[src/rtl/rx_err_stats_pkg.sv]
package rx_err_stats_pkg;

   localparam int unsigned NUM_TALLY = 3;
   localparam int unsigned SEL_W     = 2;

   localparam logic [SEL_W-1:0] SEL_CRC  = 2'd0;
   localparam logic [SEL_W-1:0] SEL_ALGN = 2'd1;
   localparam logic [SEL_W-1:0] SEL_DISC = 2'd2;

   typedef struct packed {
      logic addr_rej;
      logic no_buf;
      logic overrun;
      logic dribble;
      logic crc_bad;
   } rx_flags_t;

endpackage

[src/rtl/rx_err_classify.sv]
module rx_err_classify
   import rx_err_stats_pkg::*;
(
   input  logic                 clk,
   input  logic                 rst_n,
   input  logic                 eof_i,
   input  rx_flags_t            flags_i,
   output logic [NUM_TALLY-1:0] bump_o
);

   logic discard, skip;

   always_comb begin
      discard = flags_i.no_buf | flags_i.overrun;
      skip    = flags_i.addr_rej;
      bump_o  = '0;
      if (eof_i) begin
         if (discard)               bump_o[SEL_DISC] = 1'b1;
         else if (skip)             bump_o           = '0;
         else if (flags_i.dribble)  bump_o[SEL_ALGN] = 1'b1;
         else if (flags_i.crc_bad)  bump_o[SEL_CRC]  = 1'b1;
      end
   end

   AST_ONE_WINNER: assert property (@(posedge clk) disable iff (!rst_n)
      $onehot0(bump_o));
   AST_QUIET_NO_EOF: assert property (@(posedge clk) disable iff (!rst_n)
      !eof_i |-> (bump_o == '0));

endmodule

[src/rtl/rx_err_counter.sv]
module rx_err_counter #(
   parameter int unsigned CNT_W = 32
) (
   input  logic             clk,
   input  logic             rst_n,
   input  logic             inc_i,
   input  logic             load_i,
   input  logic [CNT_W-1:0] load_val_i,
   output logic [CNT_W-1:0] cnt_o
);

   localparam logic [CNT_W-1:0] ONE = {{(CNT_W-1){1'b0}}, 1'b1};

   always_ff @(posedge clk or negedge rst_n) begin
      if (!rst_n)      cnt_o <= '0;
      else if (load_i) cnt_o <= load_val_i;
      else if (inc_i)  cnt_o <= cnt_o + ONE;
   end

   AST_LOAD_WINS: assert property (@(posedge clk) disable iff (!rst_n)
      load_i |=> (cnt_o == $past(load_val_i)));
   AST_STEP_ONE: assert property (@(posedge clk) disable iff (!rst_n)
      (inc_i && !load_i) |=> (cnt_o == $past(cnt_o) + ONE));
   AST_HOLD_IDLE: assert property (@(posedge clk) disable iff (!rst_n)
      (!inc_i && !load_i) |=> $stable(cnt_o));

endmodule

[src/rtl/rx_err_stats.sv]
module rx_err_stats
   import rx_err_stats_pkg::*;
#(
   parameter int unsigned CNT_W  = 32,
   parameter bit          RD_REG = 1'b0
) (
   input  logic             clk,
   input  logic             rst_n,
   input  logic             chan_on,
   input  logic             eof_stb,
   input  logic             fr_addr_rej,
   input  logic             fr_no_buf,
   input  logic             fr_overrun,
   input  logic             fr_dribble,
   input  logic             fr_crc_bad,
   input  logic             sw_wr,
   input  logic [1:0]       sw_sel,
   input  logic [CNT_W-1:0] sw_data,
   input  logic [1:0]       rd_sel,
   output logic [CNT_W-1:0] rd_data
);

   if (CNT_W < 2) begin : g_bad_width
      $error("rx_err_stats: CNT_W must be at least 2");
   end

   rx_flags_t            flags;
   logic [NUM_TALLY-1:0] bump;
   logic [NUM_TALLY-1:0] load;
   logic [CNT_W-1:0]     tally [NUM_TALLY];
   logic [CNT_W-1:0]     rd_mux;
   logic                 wr_ok;

   assign flags = '{addr_rej: fr_addr_rej, no_buf: fr_no_buf,
                    overrun: fr_overrun, dribble: fr_dribble,
                    crc_bad: fr_crc_bad};
   assign wr_ok = sw_wr & ~chan_on;

   rx_err_classify u_classify (
      .clk     (clk),
      .rst_n   (rst_n),
      .eof_i   (eof_stb),
      .flags_i (flags),
      .bump_o  (bump)
   );

   for (genvar i = 0; i < NUM_TALLY; i++) begin : g_tally
      assign load[i] = wr_ok && (sw_sel == SEL_W'(i));
      rx_err_counter #(.CNT_W(CNT_W)) u_cnt (
         .clk        (clk),
         .rst_n      (rst_n),
         .inc_i      (bump[i]),
         .load_i     (load[i]),
         .load_val_i (sw_data),
         .cnt_o      (tally[i])
      );
   end

   always_comb begin
      case (rd_sel)
         SEL_CRC:  rd_mux = tally[SEL_CRC];
         SEL_ALGN: rd_mux = tally[SEL_ALGN];
         SEL_DISC: rd_mux = tally[SEL_DISC];
         default:  rd_mux = '0;
      endcase
   end

   if (RD_REG) begin : g_rd_reg
      always_ff @(posedge clk or negedge rst_n) begin
         if (!rst_n) rd_data <= '0;
         else        rd_data <= rd_mux;
      end
   end else begin : g_rd_comb
      assign rd_data = rd_mux;
   end

   AST_DISC_BUMP: assert property (@(posedge clk) disable iff (!rst_n)
      (eof_stb && (fr_no_buf || fr_overrun) && !load[SEL_DISC])
      |=> (tally[SEL_DISC] == $past(tally[SEL_DISC]) + 1'b1));
   AST_LOCKED: assert property (@(posedge clk) disable iff (!rst_n)
      (chan_on && !eof_stb) |=> ($stable(tally[0]) && $stable(tally[1])
                                 && $stable(tally[2])));
   AST_REJ_QUIET: assert property (@(posedge clk) disable iff (!rst_n)
      (eof_stb && fr_addr_rej && !fr_no_buf && !fr_overrun && !wr_ok)
      |=> ($stable(tally[0]) && $stable(tally[1]) && $stable(tally[2])));

endmodule

[config.mk]
export PLATFORM = sky130hd
export DESIGN_NAME = rx_err_stats
export DESIGN_NICKNAME = d
export VERILOG_FILES = /design/src/rtl/rx_err_stats_pkg.sv /design/src/rtl/rx_err_classify.sv /design/src/rtl/rx_err_counter.sv /design/src/rtl/rx_err_stats.sv
export SDC_FILE = /design/constraint.sdc
export NUM_CORES = 1
export LEC_CHECK = 0
export CELL_PAD_IN_SITES_DETAIL_PLACEMENT = 2
export CELL_PAD_IN_SITES_GLOBAL_PLACEMENT = 2
export CORE_MARGIN = 3
export CORE_UTILIZATION = 34
export DETAILED_ROUTE_END_ITERATION = 7
export PLACE_DENSITY_LB_ADDON = 0.12
export SLEW_MARGIN = 20
export SYNTH_ARGS = -nofsm -noshare
export SYNTH_HDL_FRONTEND = slang
export SYNTH_SLANG_ARGS = --single-unit
export TNS_END_PERCENT = 30
[constraint.sdc]
create_clock -name clk -period 2.25 [get_ports clk]
set_clock_uncertainty 0.15 [all_clocks]
set_input_delay 0.45 -clock clk [delete_from_list [all_inputs] [get_ports clk]]
set_output_delay 0.45 -clock clk [all_outputs]
set_load 0.02 [all_outputs]
==> impl_table.tex, run 1 <==
\begin{tabular}{lr}
\hline
Metric & Value \\
\hline
\multicolumn{2}{l}{\textbf{Die}} \\
\quad Placeable Area & $\sim$0.018 sq mm \\
\quad Boundary Pins & 78 \\
\quad Std-Cell Rows & 48 \\
\quad Die span in x & 142 um \\
\quad Die Y-Extent & 142 um \\
\quad Initial cell density of the core & a little over a third \\
\quad Full die area & 0.0201 sq mm \\
\multicolumn{2}{l}{\textbf{Cells and area}} \\
\quad Largest Register & g\_tally.u\_cnt.cnt\_o \\
\quad Area growth from synthesis to final layout & 30.4\% \\
\quad Number of antenna cells inserted & 0 \\
\quad Count of nets after finishing & 907 \\
\quad Regs by FF count & g\_tally.u\_cnt.cnt\_o x96 \\
\quad Non-filler instance count after layout & $\sim$1100 \\
\quad Flip-flop count of the largest register after layout & 96 \\
\quad Share of layout cells above drive strength 1 & 18.4\% \\
\quad Post-route core utilization & 46.3\% \\
\multicolumn{2}{l}{\textbf{CTS}} \\
\quad CTS H-Tree Depth & 3 \\
\quad Root buffer cell & sky130\_fd\_sc\_hd\_\_clkbuf\_16 \\
\quad Clock edge transition at the registers on the reported setup and hold paths & 0.07 ns \\
\quad Buffer levels on the longest clock path & 2 \\
\quad Worst skew pair latency & 0.35 ns \\
\quad Cts bufs inserted & 9 \\
\quad TritonCTS clock tree & done \\
\quad Sink count of the clock tree & 96 \\
\multicolumn{2}{l}{\textbf{Yosys}} \\
\quad Synthesized area divided by synthesized cell count & 8.50 sq um \\
\quad Warnings, synthesis & 0 \\
\quad Most numerous cell types in the synthesized netlist & sky130\_fd\_sc\_hd\_\_nand2\_1 (146), sky130\_fd\_sc\_hd\_\_o21ai\_0 (101), sky130\_fd\_sc\_hd\_\_dfrtp\_1 (96) \\
\quad Number of flops mapped to enable cells by yosys & 0 \\
\quad Number of distinct standard cells referenced by the synthesized netlist & 45 \\
\quad Flip-flop and latch count after synthesis & 96 \\
\quad Cell type with the largest total area after synthesis & sky130\_fd\_sc\_hd\_\_dfrtp\_1 \\
\quad Predominant post-synthesis flop cell & sky130\_fd\_sc\_hd\_\_dfrtp\_1 \\
\quad Cell types occupying the most area after synthesis & sky130\_fd\_sc\_hd\_\_dfrtp\_1 (38\%), sky130\_fd\_sc\_hd\_\_nand2\_1 (8.8\%), sky130\_fd\_sc\_hd\_\_xnor2\_1 (8.7\%), sky130\_fd\_sc\_hd\_\_o21ai\_0 (8.1\%), sky130\_fd\_sc\_hd\_\_mux2i\_1 (5.6\%) \\
\quad Cell area after synthesis & roughly 0.0063 sq mm \\
\quad Mapped Nets & around 790 \\
\quad Area share of the largest cell type after synthesis & 38.4\% \\
\quad Part of the Yosys area used for sequential elements & between 30\% and 40\% \\
\quad Cell count after synthesis & 737 \\
\quad Most common cell in the synthesized netlist & sky130\_fd\_sc\_hd\_\_nand2\_1 \\
\quad Async set or reset register ratio after synthesis & between 90\% and 100\% \\
\multicolumn{2}{l}{\textbf{Critical path}} \\
\quad Cell family with most CP delay & simple AND/OR/NAND/NOR gates \\
\quad Critical-path maximum fanout & 5 \\
\quad Source of the worst register-to-register timing path & g\_tally[0].u\_cnt.cnt\_o[14] \\
\quad Critical-path cell with the highest stage delay & sky130\_fd\_sc\_hd\_\_or4b\_1 \\
\quad Sort of element at the start of the critical path & input port \\
\quad Worst EP arrival & $\sim$2.3 ns \\
\quad Crit. End Element & flop \\
\quad Worst reg2reg path endpoint & g\_tally[0].u\_cnt.cnt\_o[31] \\
\quad Critical path type & in -> reg \\
\quad Path depth of the worst reg2reg path & 4 \\
\quad Series of cell instances along the critical path & clkdlybuf4s50\_1 -> buf\_4 -> or4b\_1 -> nor2\_2 -> and3\_1 -> xnor2\_1 -> o21ai\_0 \\
\quad Slowest stage delay, CP & $\sim$0.56 ns \\
\quad Register-to-register setup slack & 0.11 ns \\
\quad Required time at the worst-slack endpoint & roughly 2.3 ns \\
\quad Buffers \& Inverters on Critical Path & 2 \\
\multicolumn{2}{l}{\textbf{STA}} \\
\quad Number of max-slew violations in the final report & 0 \\
\quad Transition time at the pin with the least slew margin & 0.486 ns \\
\quad Unrepaired setup endpoints after global routing & true \\
\quad TNS Setup & 0 ns \\
\quad Final Critical Period & 2.22 ns \\
\quad Setup violators final & 0 \\
\quad Headroom to the max-slew limit & 67.6\% \\
\quad Maximum operating frequency & approximately 450 MHz \\
\quad Final Cycle Share & 98.6\% \\
\quad Count of final hold-check violations & 0 \\
\multicolumn{2}{l}{\textbf{Detailed routing}} \\
\quad Antenna-violating nets left & 0 \\
\quad Vias per inst & 5.61 \\
\quad DRC violations left & 0 \\
\quad Final wirelength & roughly 26000 um \\
\quad Routed length on met1 & 10500 um \\
\quad Number of DRC markers in iteration 0 & 188 \\
\quad Detailed Routing Iterations Pass 1 & 4 \\
\quad Wire length per cell after detailed routing & 24.1 um \\
\quad Routed via count & 6104 \\
\quad Highest routing layer actually used & met4 \\
\quad Routed wire length on met2 & about 14000 um \\
\quad Sum of met3 wire segment lengths after detailed routing & approximately 800 um \\
\multicolumn{2}{l}{\textbf{GRT}} \\
\quad First-pass GRT wire length & a little over 40000 um \\
\quad Vias in the first global route & 7010 \\
\quad Global-route congestion overflow total & 0 \\
\quad Antenna violations before repair & 0 \\
\quad GR Util All Layers & around 27\% \\
\quad Maximum number of pins on one net before global-route repair & 59 \\
\multicolumn{2}{l}{\textbf{Run}} \\
\quad Number of max-cap violations & 0 \\
\multicolumn{2}{l}{\textbf{Run status}} \\
\quad Run status & completed \\
\multicolumn{2}{l}{\textbf{Pwr}} \\
\quad Pleak & 3.25 nW \\
\quad Power density cells & 762 mW/mm\^{}2 \\
\quad Worst IR Drop VDD & 0.373 mV \\
\multicolumn{2}{l}{\textbf{Place}} \\
\quad Detail Placement HPWL & around 20000 um \\
\quad Final weighted congestion of routability-driven global placement & approximately 0.89 \\
\quad Number of buffers added on ports & 77 \\
\quad Placed insts & 1067 \\
\multicolumn{2}{l}{\textbf{Hold path}} \\
\quad Hold/Removal Path Class & in -> async \\
\hline
\end{tabular}
## per-layer routing
| metal | global-route usage, % | vias up |
|---|---|---|
| met5 | 0 | - |
| met4 | 12.9 | 0 |
| met3 | 2.53 | 52 |
| met2 | 48.0 | 126 |
| met1 | 32.9 | 3112 |
| li1 | - | 2814 |
## power by group
group          total, mW  internal (mW)  switching, mW
logic               1.71          0.778          0.928
clock network       1.87           1.15          0.719
registers           2.65           2.10          0.549
total               6.22           4.03           2.20
## cell families after synthesis
family	share of synthesized area, %
simple gates	28.1
buf+inv	3.36
fa+ha+maj	0.599
compound gates	10.4
flops	38.4
mux	6.31
xor+xnor	12.9
## cell usage in the layout (no fill, tap or decap), types with 3 or more instances in the layout
master,synthesis,layout
sky130_fd_sc_hd__ha_1,3,3
sky130_fd_sc_hd__and2_1,12,10
sky130_fd_sc_hd__buf_2,3,28
sky130_fd_sc_hd__buf_16,0,3
sky130_fd_sc_hd__nor2_1,19,19
sky130_fd_sc_hd__and3_1,20,20
sky130_fd_sc_hd__clkdlybuf4s50_1,0,39
sky130_fd_sc_hd__o21ai_0,101,90
sky130_fd_sc_hd__or3_1,4,4
sky130_fd_sc_hd__mux2_2,4,4
sky130_fd_sc_hd__and4_1,12,12
sky130_fd_sc_hd__buf_12,0,11
sky130_fd_sc_hd__clkbuf_16,0,9
sky130_fd_sc_hd__dfrtp_1,96,96
sky130_fd_sc_hd__nor4_4,5,5
sky130_fd_sc_hd__nand2_1,146,146
sky130_fd_sc_hd__a21oi_1,4,4
sky130_fd_sc_hd__mux2i_1,35,35
sky130_fd_sc_hd__bufinv_16,0,3
sky130_fd_sc_hd__nor3_1,27,22
sky130_fd_sc_hd__xor2_1,30,30
sky130_fd_sc_hd__inv_1,11,11
sky130_fd_sc_hd__o21ai_1,18,28
sky130_fd_sc_hd__nand4_1,24,24
sky130_fd_sc_hd__nor4_2,3,7
sky130_fd_sc_hd__nor4_1,9,5
sky130_fd_sc_hd__xnor2_1,62,62
sky130_fd_sc_hd__buf_4,1,62
sky130_fd_sc_hd__nor3_2,0,5
sky130_fd_sc_hd__nand2b_1,3,3
sky130_fd_sc_hd__nand3_1,27,27
sky130_fd_sc_hd__dlygate4sd2_1,0,3
## how the worst max path moves through the flow
stage                    start                          to  slack, ns  cells past startpoint
floorplan            rd_sel[0]                 rd_data[18]      -0.11                      4
global placement     rd_sel[1]                 rd_data[19]      -0.50                      6
detailed placement   rd_sel[1]                 rd_data[19]      -0.55                      6
CTS                    eof_stb  g_tally[2].u_cnt.cnt_o[20]      0.002                      6
global route        fr_dribble  g_tally[0].u_cnt.cnt_o[31]      -0.07                      7
finish              fr_dribble   g_tally[0].u_cnt.cnt_o[7]       0.03                      7
## worst reg2reg max path, cell delays in order (launching register included)
cell	delay, ns
sky130_fd_sc_hd__dfrtp_1	0.48
sky130_fd_sc_hd__nand4_2	0.20
sky130_fd_sc_hd__or3_1	0.60
sky130_fd_sc_hd__o41ai_1	0.44
sky130_fd_sc_hd__a31oi_1	0.13
## through the flow
step           area [sq um]  hold WS (ns)  power [mW]  worst slack (ns)
6_report               8170         0.414        6.22            0.0309
5_1_grt                8170         0.456        6.58           -0.0662
4_1_cts                8120         0.425        6.27           0.00172
3_5_place_dp           7780         0.257        4.43            -0.549
3_3_place_gp           7780         0.254        4.31            -0.501
2_1_floorplan          6260       0.00441        3.41            -0.110
## final cells by class
class,instances,area (sq um)
Clock buffer,11,253
Clock inverter,5,103
Fill cell,1943,9490
Inverter,11,41.3
Multi-Input combinational cell,591,3730
Sequential cell,96,2400
Tap cell,225,282
Timing Repair Buffer,149,1360
## repair_timing
item,4_1_cts,5_1_grt
resized for setup,168,13
cloned,3,0
hold endpoints to repair,26,0
pin swaps,1,0
endpoints found under the setup margin,56,34
setup buffers,1,0
hold buffers,1,0
Power figures use the tool's default switching activity.
==> run 2, diff against run 1 <==
--- a/config.mk
+++ b/config.mk
@@ -8,11 +8,13 @@
 export CELL_PAD_IN_SITES_DETAIL_PLACEMENT = 2
 export CELL_PAD_IN_SITES_GLOBAL_PLACEMENT = 2
 export CORE_MARGIN = 3
-export CORE_UTILIZATION = 34
+export CORE_UTILIZATION = 36
 export DETAILED_ROUTE_END_ITERATION = 7
 export PLACE_DENSITY_LB_ADDON = 0.12
+export RECOVER_POWER = 50
 export SLEW_MARGIN = 20
 export SYNTH_ARGS = -nofsm -noshare
 export SYNTH_HDL_FRONTEND = slang
+export SYNTH_HIERARCHICAL = 1
 export SYNTH_SLANG_ARGS = --single-unit
 export TNS_END_PERCENT = 30
==> run 2 against run 1 <==
Sequential power about the same. Highest routed layer unchanged. Area after synthesis rose by 7.9%. Wire length increased by 16%. Utilization up 1.8 points. Clock power is 5% lower. Synthesized cell count is 0.68% higher. Sequential share of layout area is 2.0 points lower. Clock-buffer cell count unchanged. Power rose by 4.3%. First-iteration DRC count increased to 2.5 times the previous value. Die area increased by 1.8%.
==> impl_table.tex, run 2 <==
\begin{tabular}{lr}
\hline
Metric & Value \\
\hline
\multicolumn{2}{l}{\textbf{Cells and area}} \\
\quad Non-filler instance count after layout & 1123 \\
\quad Share of layout cells above drive strength 1 & 22.9\% \\
\quad Count of nets after finishing & 938 \\
\quad Regs by FF count & g\_tally.u\_cnt/cnt\_o x96 \\
\quad Most frequent cells in the layout & sky130\_fd\_sc\_hd\_\_dfrtp\_1 (96), sky130\_fd\_sc\_hd\_\_buf\_4 (89), sky130\_fd\_sc\_hd\_\_nand2\_1 (72) \\
\quad Number of antenna cells inserted & 0 \\
\quad Post-route core utilization & roughly half \\
\quad Commonest non-fill, non-tap cell in the layout & sky130\_fd\_sc\_hd\_\_dfrtp\_1 \\
\quad Count of filler cells inserted in the layout & 1954 \\
\quad Area growth from synthesis to final layout & 29.7\% \\
\quad Multi-input gate area & roughly 0.0042 sq mm \\
\quad Largest Register & g\_tally.u\_cnt/cnt\_o \\
\quad Flip-flop count of the largest register after layout & 96 \\
\quad Flip-flop and latch area & between 0.002 and 0.0025 sq mm \\
\multicolumn{2}{l}{\textbf{Detailed routing}} \\
\quad Antenna-violating nets left & 0 \\
\quad Vias per inst & 6.31 \\
\quad Routed via count & between 7000 and 8000 \\
\quad Detailed Routing Iterations Pass 1 & 7 \\
\quad Number of DRC markers in iteration 0 & 470 \\
\quad Final wirelength & 30400 um \\
\quad DRC violations left & 0 \\
\quad Wire length per cell after detailed routing & 27.1 um \\
\multicolumn{2}{l}{\textbf{Yosys}} \\
\quad Share of the synthesized area in compound gates (AO/OA/AOI/OAI) & between 10\% and 20\% \\
\quad Synthesized area divided by synthesized cell count & 9.10 sq um \\
\quad Async set or reset register ratio after synthesis & between 90\% and 100\% \\
\quad Part of the Yosys area used for sequential elements & 35.6\% \\
\quad Combinational family with the most area after synthesis & simple AND/OR/NAND/NOR gates \\
\quad Cell types occupying the most area after synthesis & sky130\_fd\_sc\_hd\_\_dfrtp\_1 (36\%), sky130\_fd\_sc\_hd\_\_mux2i\_1 (5.2\%), sky130\_fd\_sc\_hd\_\_o21ai\_0 (4.4\%), sky130\_fd\_sc\_hd\_\_nand2\_1 (4.0\%), sky130\_fd\_sc\_hd\_\_or4\_1 (4.0\%) \\
\quad Adder and majority cell fraction of the synthesized area & 0.556\% \\
\quad Area share of the largest cell type after synthesis & between 30\% and 40\% \\
\quad Cell area after synthesis & 0.00676 sq mm \\
\quad Cell type with the largest total area after synthesis & sky130\_fd\_sc\_hd\_\_dfrtp\_1 \\
\quad Predominant post-synthesis flop cell & sky130\_fd\_sc\_hd\_\_dfrtp\_1 \\
\quad Most numerous cell types in the synthesized netlist & sky130\_fd\_sc\_hd\_\_dfrtp\_1 (96), sky130\_fd\_sc\_hd\_\_nand2\_1 (72), sky130\_fd\_sc\_hd\_\_o21ai\_0 (60) \\
\quad Flip-flop and latch count after synthesis & 96 \\
\quad Most common cell in the synthesized netlist & sky130\_fd\_sc\_hd\_\_dfrtp\_1 \\
\quad Number of flops mapped to enable cells by yosys & 0 \\
\quad Simple-gate share of the synthesized area & $\sim$29\% \\
\quad Number of distinct standard cells referenced by the synthesized netlist & 46 \\
\quad Xor-xnor portion of the synthesized cell area & 4.67\% \\
\quad Mapped Nets & 791 \\
\quad Cell count after synthesis & around 740 \\
\quad Warnings, synthesis & 6 \\
\quad Multiplexer share of the synthesized area & 5.19\% \\
\multicolumn{2}{l}{\textbf{STA}} \\
\quad Final Cycle Share & 99.6\% \\
\quad Count of final hold-check violations & 0 \\
\quad TNS Setup & 0 ns \\
\quad Transition time at the pin with the least slew margin & slightly below 1 ns \\
\quad Fin worst setup slack & 0.00884 ns \\
\quad Final Critical Period & 2.24 ns \\
\quad Unrepaired setup endpoints after global routing & true \\
\quad Number of max-slew violations in the final report & 0 \\
\quad Headroom to the max-slew limit & 34.6\% \\
\quad Maximum operating frequency & between 400 and 500 MHz \\
\quad Setup violators final & 0 \\
\multicolumn{2}{l}{\textbf{Pwr}} \\
\quad Overall power consumption & roughly 6.5 mW \\
\quad Proportion of total power due to net switching & a little under 40\% \\
\quad NetSw & around 2.5 mW \\
\quad Power density cells & about 740 mW/mm\^{}2 \\
\quad Proportion of power drawn by combinational gates & 32.3\% \\
\quad Cell internal pwr & approximately 4.0 mW \\
\quad Worst IR Drop VDD & 0.358 mV \\
\quad Share of power burned in registers & 40.3\% \\
\quad Pleak & 3.33 nW \\
\quad Clock share of power & a little over a quarter \\
\multicolumn{2}{l}{\textbf{Place}} \\
\quad Post-Place Setup Slack & -0.623 ns \\
\quad Placed insts & 1093 \\
\quad Detail Placement HPWL & 21400 um \\
\quad Final weighted congestion of routability-driven global placement & 0.868 \\
\quad Number of buffers added on ports & 77 \\
\multicolumn{2}{l}{\textbf{Die}} \\
\quad Die Y-Extent & 143 um \\
\quad Initial cell density of the core & 37.1\% \\
\quad Placeable Area & 0.0182 sq mm \\
\quad Std-Cell Rows & 49 \\
\quad Full die area & 0.0204 sq mm \\
\quad Die span in x & 143 um \\
\quad Boundary Pins & 78 \\
\multicolumn{2}{l}{\textbf{CTS}} \\
\quad Clock edge transition at the registers on the reported setup and hold paths & 0.08 ns \\
\quad TritonCTS clock tree & done \\
\quad Worst skew pair latency & around 0.36 ns \\
\quad Cts bufs inserted & 9 \\
\quad Root buffer cell & sky130\_fd\_sc\_hd\_\_clkbuf\_16 \\
\quad Sink count of the clock tree & 96 \\
\quad Buffer levels on the longest clock path & 2 \\
\quad CTS H-Tree Depth & 3 \\
\multicolumn{2}{l}{\textbf{GRT}} \\
\quad Maximum number of pins on one net before global-route repair & 39 \\
\quad GR Util All Layers & 29.4\% \\
\quad First-pass GRT wire length & 46300 um \\
\quad Antenna violations before repair & 0 \\
\quad Vias in the first global route & between 7000 and 8000 \\
\quad Global-route congestion overflow total & 0 \\
\multicolumn{2}{l}{\textbf{Run status}} \\
\quad Run status & completed \\
\multicolumn{2}{l}{\textbf{Critical path}} \\
\quad Cell family with most CP delay & simple AND/OR/NAND/NOR gates \\
\quad Slowest stage delay, CP & between 0.5 and 0.6 ns \\
\quad Critical-path maximum fanout & 5 \\
\quad Crit. End Element & flop \\
\quad Worst EP arrival & 2.36 ns \\
\quad Number of cells on the critical path & 7 \\
\quad Required time at the worst-slack endpoint & approximately 2.4 ns \\
\quad Buffers \& Inverters on Critical Path & 1 \\
\quad Register-to-register setup slack & about 0.07 ns \\
\quad Series of cell instances along the critical path & dlygate4sd2\_1 -> nor2b\_1 -> and4b\_2 -> and4\_4 -> nand4\_4 -> or4\_1 -> a31oi\_1 \\
\quad Critical path type & in -> reg \\
\quad Sort of element at the start of the critical path & input port \\
\quad Critical-path cell with the highest stage delay & sky130\_fd\_sc\_hd\_\_or4\_1 \\
\quad Path depth of the worst reg2reg path & 4 \\
\multicolumn{2}{l}{\textbf{Run}} \\
\quad Number of max-cap violations & 0 \\
\multicolumn{2}{l}{\textbf{Hold path}} \\
\quad Hold/Removal Path Class & reg -> reg \\
\quad Worst Hold Depth & 2 \\
\hline
\end{tabular}
[run 2: through the flow]
stage          hold slack (ns)  area, sq um
3_3_place_gp             0.313         8330
3_5_place_dp             0.315         8330
5_1_grt                  0.523         8760
4_1_cts                  0.466         8690
2_1_floorplan          0.00441         6760
6_report                 0.487         8760
[run 2: power groups by stage]
stage	Sequential (mW)	Combinational, mW	Clock, mW
after global routing	2.67	2.25	1.86
final	2.62	2.10	1.78
after global placement	2.56	1.96	0
after CTS	2.59	2.07	1.79
after detailed placement	2.61	2.08	0
after floorplan	2.48	1.10	0
[run 2: final timing paths]
| path | to | from |
|---|---|---|
| max in group asynchronous | g_tally[1].u_cnt/cnt_o[25] | rst_n |
| worst min register to register | g_tally[0].u_cnt/cnt_o[14] | g_tally[0].u_cnt/cnt_o[14] |
| worst max register to register | g_tally[2].u_cnt/cnt_o[22] | g_tally[2].u_cnt/cnt_o[15] |
| worst min-delay path | g_tally[0].u_cnt/cnt_o[14] | g_tally[0].u_cnt/cnt_o[14] |
| worst max-delay path | g_tally[0].u_cnt/cnt_o[21] | fr_dribble |
| min in group asynchronous | g_tally[2].u_cnt/cnt_o[5] | rst_n |
[run 2: worst reg2reg max path: stages (launching register included)]
cell and delay [ns]:
sky130_fd_sc_hd__dfrtp_1 0.53, sky130_fd_sc_hd__and4_4 0.31, sky130_fd_sc_hd__nand4_4 0.31, sky130_fd_sc_hd__or4_1 0.59, sky130_fd_sc_hd__a31oi_1 0.20
[run 2: per-layer routing]
layer / share of wire, % / wire length (um) / track usage, %
met5: 0 / 0 / 0
met4: 2.0 / 620 / 8.20
met3: 4.8 / 1450 / 3.92
met2: 48 / 14700 / 47.7
met1: 45 / 13600 / 41.3
[run 2: repair_timing]
item,4_1_cts,5_1_grt
pin swaps,9,9
hold buffers,1,0
endpoints found under the setup margin,87,23
setup buffers,7,4
cloned,2,1
gates resized for setup,146,14
endpoints found under the hold margin,34,0
[run 2: logic make-up after synthesis]
group,count (synthesis)
and+or+nand+nor,327
AOI/OAI and AO/OA,188
DFF,96
buffers and inverters,57
xor gates and xnor gates,36
muxes,35
adders and majority gates,3
[run 2: layout make-up]
cell class,instances,share of cell area (%)
multi-input cells,591,47.8
flip-flops and latches,96,27.4
inverters,9,0.386
repair buffers,182,17.4
well taps,229,3.27
clock inverters,5,0.914
clock buffers,11,2.77
